`src/rtl/wcp_pkg.sv`:
```
package wcp_pkg;

  typedef enum logic [1:0] {
    SEQ_IDLE = 2'd0,
    SEQ_REQ  = 2'd1,
    SEQ_WAIT = 2'd2
  } seq_state_t;

  typedef enum logic [1:0] {
    PH_REF  = 2'd0,
    PH_POLL = 2'd1,
    PH_CNF1 = 2'd2,
    PH_CNF2 = 2'd3
  } phase_t;

  localparam logic METHOD_INVERT = 1'b0;
  localparam logic METHOD_TOGGLE = 1'b1;

endpackage

```
`src/rtl/wcp_status_eval.sv`:
```
module wcp_status_eval #(
  parameter int DW      = 8,
  parameter int INV_BIT = 7,
  parameter int TGL_BIT = 6
) (
  input  logic          method_i,
  input  logic [DW-1:0] exp_i,
  input  logic          prev_tgl_i,
  input  logic [DW-1:0] rdata_i,
  output logic          hit_o,
  output logic          match_o,
  output logic          tgl_o
);
  import wcp_pkg::*;

  // hit: per-read completion criterion of the selected method
  // match: whole byte equals the written byte (true data returned)
  always_comb begin
    tgl_o   = rdata_i[TGL_BIT];
    match_o = (rdata_i == exp_i);
    if (method_i == METHOD_TOGGLE) begin
      hit_o = (rdata_i[TGL_BIT] == prev_tgl_i);
    end else begin
      hit_o = (rdata_i[INV_BIT] == exp_i[INV_BIT]);
    end
  end

endmodule

```
`src/rtl/wcp_limit_timer.sv`:
```
module wcp_limit_timer #(
  parameter int TW = 16
) (
  input  logic          clk,
  input  logic          rst,
  input  logic          clr_i,
  input  logic          run_i,
  input  logic [TW-1:0] lim_i,
  output logic          expired_o
);
  localparam logic [TW-1:0] CNT_MAX = {TW{1'b1}};

  logic [TW-1:0] cnt_q;
  logic [TW-1:0] lim_q;

  always_ff @(posedge clk) begin
    if (rst) begin
      cnt_q <= '0;
      lim_q <= '0;
    end else if (clr_i) begin
      cnt_q <= '0;
      lim_q <= lim_i;
    end else if (run_i && (cnt_q != CNT_MAX)) begin
      cnt_q <= cnt_q + 1'b1;
    end
  end

  assign expired_o = (cnt_q == lim_q);

endmodule

```
`src/rtl/wcp_sequencer.sv`:
```
module wcp_sequencer #(
  parameter int DW = 8
) (
  input  logic          clk,
  input  logic          rst,
  input  logic          start_i,
  input  logic          method_i,
  input  logic [DW-1:0] exp_i,
  input  logic          rd_valid_i,
  input  logic          hit_i,
  input  logic          match_i,
  input  logic          tgl_i,
  input  logic          expired_i,
  output logic          accept_o,
  output logic          run_o,
  output logic          method_o,
  output logic [DW-1:0] exp_o,
  output logic          prev_tgl_o,
  output logic          rd_req_o,
  output logic          busy_o,
  output logic          done_o,
  output logic          err_o,
  output logic          timeout_o
);
  import wcp_pkg::*;

  seq_state_t st_q;
  phase_t     ph_q;
  phase_t     nxt_ph;
  logic       cnf_ok_q;
  logic       finish;

  assign accept_o = (st_q == SEQ_IDLE) && start_i;
  assign run_o    = (st_q != SEQ_IDLE);

  // Decide, for a returned read, whether the job ends and which phase follows
  always_comb begin
    finish = 1'b0;
    nxt_ph = ph_q;
    unique case (ph_q)
      PH_REF:  nxt_ph = PH_POLL;
      PH_POLL: begin
        finish = hit_i;
        nxt_ph = PH_CNF1;
      end
      PH_CNF1: nxt_ph = PH_CNF2;
      PH_CNF2: begin
        finish = cnf_ok_q &
                 ((method_o == METHOD_TOGGLE) ? hit_i : match_i);
        nxt_ph = PH_POLL;
      end
      default: nxt_ph = PH_POLL;
    endcase
  end

  always_ff @(posedge clk) begin
    if (rst) begin
      st_q       <= SEQ_IDLE;
      ph_q       <= PH_POLL;
      cnf_ok_q   <= 1'b0;
      method_o   <= METHOD_INVERT;
      exp_o      <= '0;
      prev_tgl_o <= 1'b0;
      rd_req_o   <= 1'b0;
      busy_o     <= 1'b0;
      done_o     <= 1'b0;
      err_o      <= 1'b0;
      timeout_o  <= 1'b0;
    end else begin
      rd_req_o <= 1'b0;
      done_o   <= 1'b0;
      err_o    <= 1'b0;
      unique case (st_q)
        SEQ_IDLE: begin
          if (start_i) begin
            st_q      <= SEQ_REQ;
            rd_req_o  <= 1'b1;
            busy_o    <= 1'b1;
            timeout_o <= 1'b0;
            method_o  <= method_i;
            exp_o     <= exp_i;
            ph_q      <= (method_i == METHOD_TOGGLE) ? PH_REF : PH_POLL;
          end
        end
        SEQ_REQ: begin
          if (expired_i) begin
            st_q      <= SEQ_IDLE;
            busy_o    <= 1'b0;
            err_o     <= 1'b1;
            timeout_o <= 1'b1;
          end else begin
            st_q <= SEQ_WAIT;
          end
        end
        SEQ_WAIT: begin
          if (rd_valid_i) begin
            prev_tgl_o <= tgl_i;
            if (ph_q == PH_CNF1) begin
              cnf_ok_q <= (method_o == METHOD_TOGGLE) ? 1'b1 : match_i;
            end
            if (finish) begin
              st_q   <= SEQ_IDLE;
              busy_o <= 1'b0;
              done_o <= 1'b1;
            end else if (expired_i) begin
              st_q      <= SEQ_IDLE;
              busy_o    <= 1'b0;
              err_o     <= 1'b1;
              timeout_o <= 1'b1;
            end else begin
              st_q     <= SEQ_REQ;
              rd_req_o <= 1'b1;
              ph_q     <= nxt_ph;
            end
          end else if (expired_i) begin
            st_q      <= SEQ_IDLE;
            busy_o    <= 1'b0;
            err_o     <= 1'b1;
            timeout_o <= 1'b1;
          end
        end
        default: st_q <= SEQ_IDLE;
      endcase
    end
  end

endmodule

```
`src/rtl/wr_done_poller.sv`:
```
module wr_done_poller #(
  parameter int AW      = 17,
  parameter int DW      = 8,
  parameter int TW      = 16,
  parameter int INV_BIT = 7,
  parameter int TGL_BIT = 6
) (
  input  logic          clk,
  input  logic          rst,
  input  logic          start_i,
  input  logic          method_i,
  input  logic [AW-1:0] wr_addr_i,
  input  logic [DW-1:0] wr_data_i,
  input  logic [TW-1:0] limit_i,
  output logic          rd_req_o,
  output logic [AW-1:0] rd_addr_o,
  input  logic [DW-1:0] rd_data_i,
  input  logic          rd_valid_i,
  output logic          busy_o,
  output logic          done_o,
  output logic          err_o,
  output logic          timeout_o
);

  logic          accept;
  logic          run;
  logic          method_q;
  logic [DW-1:0] exp_q;
  logic          prev_tgl;
  logic          hit;
  logic          match;
  logic          tgl;
  logic          expired;
  logic [AW-1:0] addr_q;

  always_ff @(posedge clk) begin
    if (rst) begin
      addr_q <= '0;
    end else if (accept) begin
      addr_q <= wr_addr_i;
    end
  end

  assign rd_addr_o = addr_q;

  wcp_status_eval #(
    .DW     (DW),
    .INV_BIT(INV_BIT),
    .TGL_BIT(TGL_BIT)
  ) eval_i (
    .method_i  (method_q),
    .exp_i     (exp_q),
    .prev_tgl_i(prev_tgl),
    .rdata_i   (rd_data_i),
    .hit_o     (hit),
    .match_o   (match),
    .tgl_o     (tgl)
  );

  wcp_limit_timer #(
    .TW(TW)
  ) timer_i (
    .clk      (clk),
    .rst      (rst),
    .clr_i    (accept),
    .run_i    (run),
    .lim_i    (limit_i),
    .expired_o(expired)
  );

  wcp_sequencer #(
    .DW(DW)
  ) seq_i (
    .clk       (clk),
    .rst       (rst),
    .start_i   (start_i),
    .method_i  (method_i),
    .exp_i     (wr_data_i),
    .rd_valid_i(rd_valid_i),
    .hit_i     (hit),
    .match_i   (match),
    .tgl_i     (tgl),
    .expired_i (expired),
    .accept_o  (accept),
    .run_o     (run),
    .method_o  (method_q),
    .exp_o     (exp_q),
    .prev_tgl_o(prev_tgl),
    .rd_req_o  (rd_req_o),
    .busy_o    (busy_o),
    .done_o    (done_o),
    .err_o     (err_o),
    .timeout_o (timeout_o)
  );

endmodule

```
`config.mk`:
```
export PLATFORM = sky130hd
export DESIGN_NAME = wr_done_poller
export DESIGN_NICKNAME = d
export VERILOG_FILES = /design/src/rtl/wcp_pkg.sv /design/src/rtl/wcp_status_eval.sv /design/src/rtl/wcp_limit_timer.sv /design/src/rtl/wcp_sequencer.sv /design/src/rtl/wr_done_poller.sv
export SDC_FILE = /design/constraint.sdc
export NUM_CORES = 1
export LEC_CHECK = 0
export ABC_AREA = 1
export ABC_CLOCK_PERIOD_IN_PS = 1700
export BUFFER_PORTS_ARGS = -buffer_cell sky130_fd_sc_hd__buf_2
export CAP_MARGIN = 20
export CELL_PAD_IN_SITES_DETAIL_PLACEMENT = 1
export CELL_PAD_IN_SITES_GLOBAL_PLACEMENT = 2
export CORE_UTILIZATION = 29
export DETAILED_ROUTE_END_ITERATION = 10
export HOLD_SLACK_MARGIN = 0.05
export PLACE_DENSITY = 0.74
export SETUP_SLACK_MARGIN = 0.5
export SLEW_MARGIN = 10
export SYNTH_ARGS = -nofsm -noshare
export SYNTH_HDL_FRONTEND = slang
export SYNTH_SLANG_ARGS = --single-unit
```
`constraint.sdc`:
```
create_clock -name clk -period 1.7 [get_ports clk]
set_input_delay 0 -clock clk [delete_from_list [all_inputs] [get_ports clk]]
set_output_delay 0 -clock clk [all_outputs]
set_load 0.01 [all_outputs]
```
==> impl_results.html, run 1 <==
<table>
<tr><th>Metric</th><th>Value</th></tr>
<tr><th colspan="2">STA</th></tr>
<tr><td>Fin worst setup slack</td><td>0.0714 ns</td></tr>
<tr><td>Relative slew slack</td><td>0.566</td></tr>
<tr><td>Tmin final</td><td>~1.6 ns</td></tr>
<tr><td>RSZ-0062 raised after global routing</td><td>yes</td></tr>
<tr><td>Number of setup violations in the final report</td><td>0</td></tr>
<tr><td>Fin. Hold Viols</td><td>5</td></tr>
<tr><td>Max frequency</td><td>0.614 GHz</td></tr>
<tr><td>Fin Clk Skew</td><td>0.0101 ns</td></tr>
<tr><td>Fin crit share</td><td>0.958</td></tr>
<tr><td>Slew Limit Fails</td><td>0</td></tr>
<tr><td>Measured slew at the worst slew-check pin</td><td>between 0.6 and 0.7 ns</td></tr>
<tr><td>Worst hold margin</td><td>-0.0234 ns</td></tr>
<tr><th colspan="2">Clocking</th></tr>
<tr><td>Number of buffers created by CTS</td><td>9</td></tr>
<tr><td>Clock tree from TritonCTS</td><td>built</td></tr>
<tr><td>Insertion delay to the later sink of the worst-skew pair</td><td>between 0.3 and 0.4 ns</td></tr>
<tr><td>Clock root buffer master</td><td>sky130_fd_sc_hd__clkbuf_16</td></tr>
<tr><td>Sinks on Clock Net</td><td>69</td></tr>
<tr><td>Clock slew at reported path FFs</td><td>0.06 ns</td></tr>
<tr><td>Number of hold buffers added after CTS</td><td>44</td></tr>
<tr><td>CTS Buffer Depth</td><td>2</td></tr>
<tr><td>H-tree lvl count</td><td>3</td></tr>
<tr><th colspan="2">Yosys</th></tr>
<tr><td>Library cell with the largest summed area after synthesis</td><td>sky130_fd_sc_hd__dfxtp_1</td></tr>
<tr><td>Flip-flop and latch count after synthesis</td><td>69</td></tr>
<tr><td>Net Count, Synth</td><td>523</td></tr>
<tr><td>Gate count after technology mapping</td><td>460</td></tr>
<tr><td>Synth Warn #</td><td>0</td></tr>
<tr><td>Share of the synthesized area in the top cell type</td><td>0.416</td></tr>
<tr><td>Dominant cells by area after synthesis</td><td>sky130_fd_sc_hd__dfxtp_1 42%, sky130_fd_sc_hd__nor2_1 10%, sky130_fd_sc_hd__o21ai_0 8.0%, sky130_fd_sc_hd__nand2_1 7.2%, sky130_fd_sc_hd__inv_1 5.4%</td></tr>
<tr><td>Post-synth design cell area</td><td>3320 sq um</td></tr>
<tr><td>Mapped Avg Cell Area</td><td>approximately 7.2 sq um</td></tr>
<tr><td>Seq/Total Area, Yosys</td><td>0.416</td></tr>
<tr><td>Number of different library cells in the post-synthesis netlist</td><td>31</td></tr>
<tr><th colspan="2">Critical path</th></tr>
<tr><td>Top fanout value on the critical path</td><td>7</td></tr>
<tr><td>CP Data Required Time</td><td>1.96 ns</td></tr>
<tr><td>Number of cells traversed by the worst register-to-register path</td><td>9</td></tr>
<tr><td>Worst setup EP type</td><td>flip-flop</td></tr>
<tr><td>FF-to-FF Start</td><td>seq_i.st_q[0]</td></tr>
<tr><td>CP Launch Type</td><td>flip-flop</td></tr>
<tr><td>Flop-to-flop setup slack</td><td>0.07 ns</td></tr>
<tr><td>Data arrival time of the worst path</td><td>between 1.5 and 2 ns</td></tr>
<tr><td>Startpoint-to-endpoint class of the critical path</td><td>flip-flop to flip-flop</td></tr>
<tr><td>Capture point of the worst reg-to-reg path</td><td>timer_i.cnt_q[14]</td></tr>
<tr><th colspan="2">Min path</th></tr>
<tr><td>Min-Delay Startpoint</td><td>rst</td></tr>
<tr><td>Kind of path behind the tightest hold check</td><td>input pin to flip-flop</td></tr>
<tr><td>Hold path cells</td><td>2</td></tr>
<tr><td>End of the worst hold path</td><td>seq_i.rd_req_o</td></tr>
<tr><th colspan="2">Placement</th></tr>
<tr><td>Pre-CTS worst setup slack</td><td>0.0763 ns</td></tr>
<tr><td>RePlAce Congestion</td><td>slightly below 0.8</td></tr>
<tr><td>Instance area after placement</td><td>3970 sq um</td></tr>
<tr><td>Number of placed cells counting well taps</td><td>between 600 and 700</td></tr>
<tr><td>Estimated wirelength of the detail-placed design</td><td>between 7 and 8 mm</td></tr>
<tr><td>Input/output buffers</td><td>75</td></tr>
<tr><th colspan="2">Floorplanning</th></tr>
<tr><td>Die outline width</td><td>109 microns</td></tr>
<tr><td>Core region area</td><td>roughly 11000 sq um</td></tr>
<tr><td>Die area</td><td>~12000 sq um</td></tr>
<tr><td>Starting utilization of the core area</td><td>0.302</td></tr>
<tr><td>I/O Pins</td><td>76</td></tr>
<tr><td>Die span in y</td><td>109 microns</td></tr>
<tr><td>Standard-cell rows</td><td>38</td></tr>
<tr><th colspan="2">Pwr</th></tr>
<tr><td>Maximum resistive drop on vdd</td><td>0.673 mV</td></tr>
<tr><td>Power density relative to cell area</td><td>1130 nW/um^2</td></tr>
<tr><td>Total leakage power</td><td>0.00249 uW</td></tr>
<tr><th colspan="2">GRT</th></tr>
<tr><td>First-pass GRT wire length</td><td>18.6 mm</td></tr>
<tr><td>Pin count of the biggest net entering global routing</td><td>28</td></tr>
<tr><td>Global routing usage summed across all routing layers</td><td>0.209</td></tr>
<tr><td>Via count of the first global-routing pass</td><td>3786</td></tr>
<tr><td>Number of antenna violations at the first check in global routing</td><td>0</td></tr>
<tr><td>Total overflow reported by the global router</td><td>0</td></tr>
<tr><th colspan="2">Route</th></tr>
<tr><td>Overall via count from detail_route</td><td>~3.6k</td></tr>
<tr><td>Routed wire length</td><td>12.7 mm</td></tr>
<tr><td>Detailed-route wire length on metal 1</td><td>5.20 mm</td></tr>
<tr><td>Uppermost signal routing layer after detailed routing</td><td>met4</td></tr>
<tr><td>Met3 wire length</td><td>462 microns</td></tr>
<tr><td>Vias per inst</td><td>about 4.7</td></tr>
<tr><td>Total length of routed met2 wires</td><td>6.82 mm</td></tr>
<tr><td>Post-detailed-route wirelength per cell</td><td>16.3 microns</td></tr>
<tr><td>Detailed router's first-iteration violation count</td><td>92</td></tr>
<tr><td>Detailed-routing iteration count for the pre-antenna-repair pass</td><td>4</td></tr>
<tr><td>Routed Antenna Nets</td><td>0</td></tr>
<tr><td>Residual DRC count</td><td>0</td></tr>
<tr><th colspan="2">Finish</th></tr>
<tr><td>Most frequent cells in the layout</td><td>77 x sky130_fd_sc_hd__nor2_1, 75 x sky130_fd_sc_hd__buf_2, 52 x sky130_fd_sc_hd__nand2_1, 48 x sky130_fd_sc_hd__dfxtp_1, 44 x sky130_fd_sc_hd__dlygate4sd3_1</td></tr>
<tr><td>Most common library cell in the layout ignoring fill and taps</td><td>sky130_fd_sc_hd__nor2_1</td></tr>
<tr><td>Final non-filler cell total</td><td>roughly 780</td></tr>
<tr><td>Post-layout net count</td><td>694</td></tr>
<tr><td>Layout overhead on the synthesized area</td><td>75.3%</td></tr>
<tr><td>Number of fillers in the final layout</td><td>1288</td></tr>
<tr><td>Inserted Diodes</td><td>0</td></tr>
<tr><td>Post-layout instance area</td><td>5820 sq um</td></tr>
<tr><td>Fraction of final layout cells sized beyond drive strength 1</td><td>0.476</td></tr>
<tr><th colspan="2">Outcome</th></tr>
<tr><td>Run status</td><td>finished, violations left</td></tr>
<tr><td>Violations in the final reports</td><td>negative hold slack</td></tr>
<tr><th colspan="2">Flow run</th></tr>
<tr><td>Max-cap violations</td><td>0</td></tr>
</table>
## power breakdown
part | switching [uW] | internal [uW] | leakage [uW]
registers | 175 | 1850 | 0.000580
clock network | 739 | 1250 | 0.000158
logic | 1290 | 1280 | 0.00175
## metal layers
metal,up-vias,track usage
li1,1808,-
met1,1707,0.228
met2,84,0.392
met3,15,0.0508
met4,0,0.0685
met5,-,0
## worst max-delay path: stages, from the launching register on
cell	delay, ns
sky130_fd_sc_hd__dfxtp_4	0.36
sky130_fd_sc_hd__inv_4	0.04
sky130_fd_sc_hd__ha_4	0.17
sky130_fd_sc_hd__buf_12	0.13
sky130_fd_sc_hd__nand2_8	0.09
sky130_fd_sc_hd__clkinv_8	0.06
sky130_fd_sc_hd__nor2_4	0.14
sky130_fd_sc_hd__clkinvlp_4	0.19
sky130_fd_sc_hd__buf_12	0.19
sky130_fd_sc_hd__nor3_2	0.16
## timing repair
action	in CTS	in global routing
hold endpoints to repair	50	5
pin swaps	28	41
cloned	6	1
setup endpoints to repair	68	69
resized for setup	133	83
setup buffers	25	16
## stage by stage
stage / utilization / hold WS, ns / TNS [ns] / power [uW]
2_1_floorplan: - / 0.163 / 0 / 2960
6_report: 0.530 / -0.0234 / 0 / 6580
3_5_place_dp: 0.362 / 0.261 / 0 / 3410
3_3_place_gp: 0.362 / 0.251 / 0 / 3370
4_1_cts: 0.490 / -0.0200 / 0 / 6200
5_1_grt: 0.530 / -0.0165 / -0.00799 / 6900
## cells in the mapped netlist (all sizes together)
cell and number:
mux2i 2, xor2 4, a21oi 27, o21ai 54, xnor2 17, clkinv 1, nand4 8, nor3b 1
nor2 96, ha 9, buf 3, a211oi 1, nand3 16, dfxtp 69, or2 3, clkbuf 13
inv 53, and3 1, nor4 2, nand2 70, nor3 9, a31oi 1
## flip-flops by register name (all words and copies together), names as in the netlist, 2 cells and up
signal and flops:
seq_i.ph_q 2, rd_addr_o 17, timer_i.lim_q 16, seq_i.st_q 2, timer_i.cnt_q 16, seq_i.exp_o 8
## kinds of logic after synthesis
family / after synthesis / synth area share
AO/OA/AOI/OAI: 83 / 0.126
multiplexers: 2 / 0.00603
flip-flops: 69 / 0.416
adder cells (fa/ha/maj): 9 / 0.0339
buffers and inverters: 70 / 0.0807
AND/OR/NAND/NOR: 206 / 0.281
XOR/XNOR: 21 / 0.0554
## worst max-delay path by stage
stage / start / end
detailed placement: timer_i.cnt_q[0] / timer_i.cnt_q[14]
global placement: timer_i.cnt_q[0] / timer_i.cnt_q[14]
global route: timer_i.cnt_q[8] / seq_i.st_q[1]
finish: seq_i.st_q[0] / timer_i.cnt_q[14]
CTS: timer_i.cnt_q[0] / timer_i.cnt_q[11]
floorplan: timer_i.cnt_q[0] / timer_i.cnt_q[11]
## cell type report
type	instances	area [sq um]	share of cell area
clock buffers	12	267	0.0458
multi-input cells	321	2130	0.366
flip-flops and latches	69	1430	0.246
clock inverters	4	45.0	0.00774
inverters	54	235	0.0404
repair buffers	176	1530	0.263
well taps	140	175	0.0301
(Power assumes the default switching activity.)
==> run 2, diff against run 1 <==
Settings changed: RECOVER_POWER set to 50.
==> impl_results.html, run 2 (same netlist as run 1, synthesis figures left out) <==
<table>
<tr><th>Metric</th><th>Value</th></tr>
<tr><th colspan="2">Clocking</th></tr>
<tr><td>H-tree lvl count</td><td>3</td></tr>
<tr><td>Insertion delay to the later sink of the worst-skew pair</td><td>0.34 ns</td></tr>
<tr><td>Sinks on Clock Net</td><td>69</td></tr>
<tr><td>Number of hold buffers added after CTS</td><td>44</td></tr>
<tr><td>Clock slew at reported path FFs</td><td>0.06 ns</td></tr>
<tr><td>Number of buffers created by CTS</td><td>9</td></tr>
<tr><td>CTS Buffer Depth</td><td>2</td></tr>
<tr><td>Clock root buffer master</td><td>sky130_fd_sc_hd__clkbuf_16</td></tr>
<tr><td>Clock tree from TritonCTS</td><td>built</td></tr>
<tr><th colspan="2">STA</th></tr>
<tr><td>Fin Clk Skew</td><td>0.0106 ns</td></tr>
<tr><td>Max frequency</td><td>0.613 GHz</td></tr>
<tr><td>Measured slew at the worst slew-check pin</td><td>around 0.64 ns</td></tr>
<tr><td>Tmin final</td><td>1.63 ns</td></tr>
<tr><td>RSZ-0062 raised after global routing</td><td>yes</td></tr>
<tr><td>Relative slew slack</td><td>0.570</td></tr>
<tr><td>Fin. Hold Viols</td><td>5</td></tr>
<tr><td>Fin worst setup slack</td><td>0.0676 ns</td></tr>
<tr><td>Slew Limit Fails</td><td>0</td></tr>
<tr><td>Setup_tns</td><td>0 ns</td></tr>
<tr><td>Worst hold margin</td><td>-0.0259 ns</td></tr>
<tr><td>Fin crit share</td><td>0.960</td></tr>
<tr><td>Number of setup violations in the final report</td><td>0</td></tr>
<tr><th colspan="2">Critical path</th></tr>
<tr><td>Largest delay share family, worst path</td><td>buffers and inverters</td></tr>
<tr><td>Slowest cell on the critical path</td><td>sky130_fd_sc_hd__dfxtp_4</td></tr>
<tr><td>Top fanout value on the critical path</td><td>7</td></tr>
<tr><td>Capture point of the worst reg-to-reg path</td><td>rd_addr_o[11]</td></tr>
<tr><td>Library cell appearing most often on the critical path</td><td>sky130_fd_sc_hd__buf_12</td></tr>
<tr><td>CP Data Required Time</td><td>1.93 ns</td></tr>
<tr><td>Number of cells traversed by the worst register-to-register path</td><td>9</td></tr>
<tr><td>FF-to-FF Start</td><td>seq_i.st_q[0]</td></tr>
<tr><td>Worst path buffer plus inverter count</td><td>5</td></tr>
<tr><td>Worst setup EP type</td><td>flip-flop</td></tr>
<tr><td>Data arrival time of the worst path</td><td>1.86 ns</td></tr>
<tr><td>CP Launch Type</td><td>flip-flop</td></tr>
<tr><td>Cells along the critical path</td><td>inv_4 &gt; ha_4 &gt; buf_12 &gt; nand2_8 &gt; buf_6 &gt; buf_12 &gt; clkbuf_2 &gt; o21ai_4 &gt; nor2_2</td></tr>
<tr><td>Startpoint-to-endpoint class of the critical path</td><td>flip-flop to flip-flop</td></tr>
<tr><td>Flop-to-flop setup slack</td><td>0.07 ns</td></tr>
<tr><td>Max stage delay on crit path</td><td>approximately 0.35 ns</td></tr>
<tr><th colspan="2">GRT</th></tr>
<tr><td>Via count of the first global-routing pass</td><td>3786</td></tr>
<tr><td>Fraction of met2 tracks used by global routing</td><td>0.392</td></tr>
<tr><td>First-pass GRT wire length</td><td>18.6 mm</td></tr>
<tr><td>Global routing usage summed across all routing layers</td><td>0.209</td></tr>
<tr><td>Number of antenna violations at the first check in global routing</td><td>0</td></tr>
<tr><td>Pin count of the biggest net entering global routing</td><td>28</td></tr>
<tr><td>Most utilized layer in the global route result</td><td>met2</td></tr>
<tr><td>Global routing usage on met3</td><td>0.0508</td></tr>
<tr><td>GR Layer Usage met1</td><td>0.228</td></tr>
<tr><td>Total overflow reported by the global router</td><td>0</td></tr>
<tr><th colspan="2">Floorplanning</th></tr>
<tr><td>I/O Pins</td><td>76</td></tr>
<tr><td>Core region area</td><td>11000 sq um</td></tr>
<tr><td>Die span in y</td><td>approximately 110 microns</td></tr>
<tr><td>Die outline width</td><td>109 microns</td></tr>
<tr><td>Starting utilization of the core area</td><td>0.302</td></tr>
<tr><td>Die area</td><td>11900 sq um</td></tr>
<tr><td>Standard-cell rows</td><td>38</td></tr>
<tr><th colspan="2">Route</th></tr>
<tr><td>Detailed-routing iteration count for the pre-antenna-repair pass</td><td>4</td></tr>
<tr><td>Routed Antenna Nets</td><td>0</td></tr>
<tr><td>Detailed router's first-iteration violation count</td><td>110</td></tr>
<tr><td>Vias per inst</td><td>~4.7</td></tr>
<tr><td>Residual DRC count</td><td>0</td></tr>
<tr><td>Overall via count from detail_route</td><td>between 3k and 4k</td></tr>
<tr><td>Post-detailed-route wirelength per cell</td><td>16.3 microns</td></tr>
<tr><td>Routed wire length</td><td>roughly 13 mm</td></tr>
<tr><th colspan="2">Pwr</th></tr>
<tr><td>Total leakage power</td><td>0.00238 uW</td></tr>
<tr><td>Total power</td><td>6450 uW</td></tr>
<tr><td>Maximum resistive drop on vdd</td><td>0.670 mV</td></tr>
<tr><td>Power density relative to cell area</td><td>between 1000 and 1500 nW/um^2</td></tr>
<tr><th colspan="2">Finish</th></tr>
<tr><td>Combined flip-flop and latch cell area</td><td>1430 sq um</td></tr>
<tr><td>Inserted Diodes</td><td>0</td></tr>
<tr><td>Most common library cell in the layout ignoring fill and taps</td><td>sky130_fd_sc_hd__nor2_1</td></tr>
<tr><td>Post-layout instance area</td><td>5690 sq um</td></tr>
<tr><td>Number of fillers in the final layout</td><td>1312</td></tr>
<tr><td>Post-layout net count</td><td>694</td></tr>
<tr><td>Flip-flop count of the largest register, all copies and words added</td><td>17</td></tr>
<tr><td>Footprint of the multi-input gates</td><td>2080 sq um</td></tr>
<tr><td>Most frequent cells in the layout</td><td>77 x sky130_fd_sc_hd__nor2_1, 53 x sky130_fd_sc_hd__buf_2, 52 x sky130_fd_sc_hd__nand2_1, 48 x sky130_fd_sc_hd__dfxtp_1, 44 x sky130_fd_sc_hd__dlygate4sd3_1</td></tr>
<tr><td>Fraction of final layout cells sized beyond drive strength 1</td><td>0.428</td></tr>
<tr><td>Layout overhead on the synthesized area</td><td>71.4%</td></tr>
<tr><th colspan="2">Outcome</th></tr>
<tr><td>Violations in the final reports</td><td>negative hold slack</td></tr>
<tr><td>Run status</td><td>finished, violations left</td></tr>
<tr><th colspan="2">Min path</th></tr>
<tr><td>Kind of path behind the tightest hold check</td><td>input pin to flip-flop</td></tr>
<tr><td>Min-Delay Startpoint</td><td>rst</td></tr>
<tr><td>Hold path cells</td><td>2</td></tr>
<tr><td>End of the worst hold path</td><td>seq_i.rd_req_o</td></tr>
<tr><th colspan="2">Placement</th></tr>
<tr><td>Estimated wirelength of the detail-placed design</td><td>7.01 mm</td></tr>
<tr><td>Input/output buffers</td><td>75</td></tr>
<tr><td>Pre-CTS worst setup slack</td><td>between 0.07 and 0.08 ns</td></tr>
<tr><td>Instance area after placement</td><td>between 3000 and 4000 sq um</td></tr>
<tr><td>RePlAce Congestion</td><td>approximately 0.78</td></tr>
<tr><th colspan="2">Flow run</th></tr>
<tr><td>Max-cap violations</td><td>0</td></tr>
</table>
==> run 2: cell count changes in the layout (fill, tap and decap cells not counted) <==
cell	previous run	this run
sky130_fd_sc_hd__o21ai_0	5	12
sky130_fd_sc_hd__buf_12	6	4
sky130_fd_sc_hd__o21ai_2	37	30
sky130_fd_sc_hd__buf_2	75	53
sky130_fd_sc_hd__o21ai_1	8	9
sky130_fd_sc_hd__clkbuf_2	0	3
sky130_fd_sc_hd__clkbuf_1	0	22
sky130_fd_sc_hd__o21ai_4	4	3
sky130_fd_sc_hd__ha_4	3	2
sky130_fd_sc_hd__ha_1	6	7
sky130_fd_sc_hd__buf_16	6	5
==> run 2: layout make-up <==
cell class	instances	share of cell area
clock buffers	12	0.0469
flip-flops and latches	69	0.252
well taps	140	0.0308
clock inverters	4	0.00792
multi-input cells	321	0.366
inverters	54	0.0414
repair buffers	176	0.255
==> run 2: worst max path at each step <==
stage / from / cells past startpoint / to
floorplan: timer_i.cnt_q[0] / 11 / timer_i.cnt_q[11]
global placement: timer_i.cnt_q[0] / 10 / timer_i.cnt_q[14]
detailed placement: timer_i.cnt_q[0] / 10 / timer_i.cnt_q[14]
CTS: timer_i.cnt_q[0] / 11 / timer_i.cnt_q[11]
global route: seq_i.st_q[0] / 11 / seq_i.ph_q[0]
finish: seq_i.st_q[0] / 9 / rd_addr_o[11]
==> run 2: power breakdown <==
| group | internal (uW) | switching [uW] | leakage, uW |
|---|---|---|---|
| logic | 1180 | 1250 | 0.00164 |
| registers | 1850 | 176 | 0.000580 |
| clock network | 1250 | 740 | 0.000158 |
==> run 2: timing repair <==
| item | 4_1_cts | 5_1_grt |
|---|---|---|
| endpoints found under the hold margin | 50 | 5 |
| resized for setup | 133 | 83 |
| pin swaps | 28 | 41 |
| setup endpoints to repair | 68 | 69 |
| setup buffers | 25 | 16 |
| cloned | 6 | 1 |
==> run 2: per-stage QoR <==
step           instances  utilization
3_3_place_gp         668        0.362
3_5_place_dp         668        0.362
5_1_grt              776        0.518
4_1_cts              759        0.490
2_1_floorplan        460            -
6_report             776        0.518
==> run 2: metal layers <==
| layer | share of wire | vias to the layer above | wire [microns] |
|---|---|---|---|
| met5 | 0 | - | 0 |
| met4 | 0.015 | 0 | 192 |
| met3 | 0.036 | 17 | 453 |
| met2 | 0.54 | 84 | 6820 |
| met1 | 0.41 | 1712 | 5180 |
| li1 | - | 1808 | - |
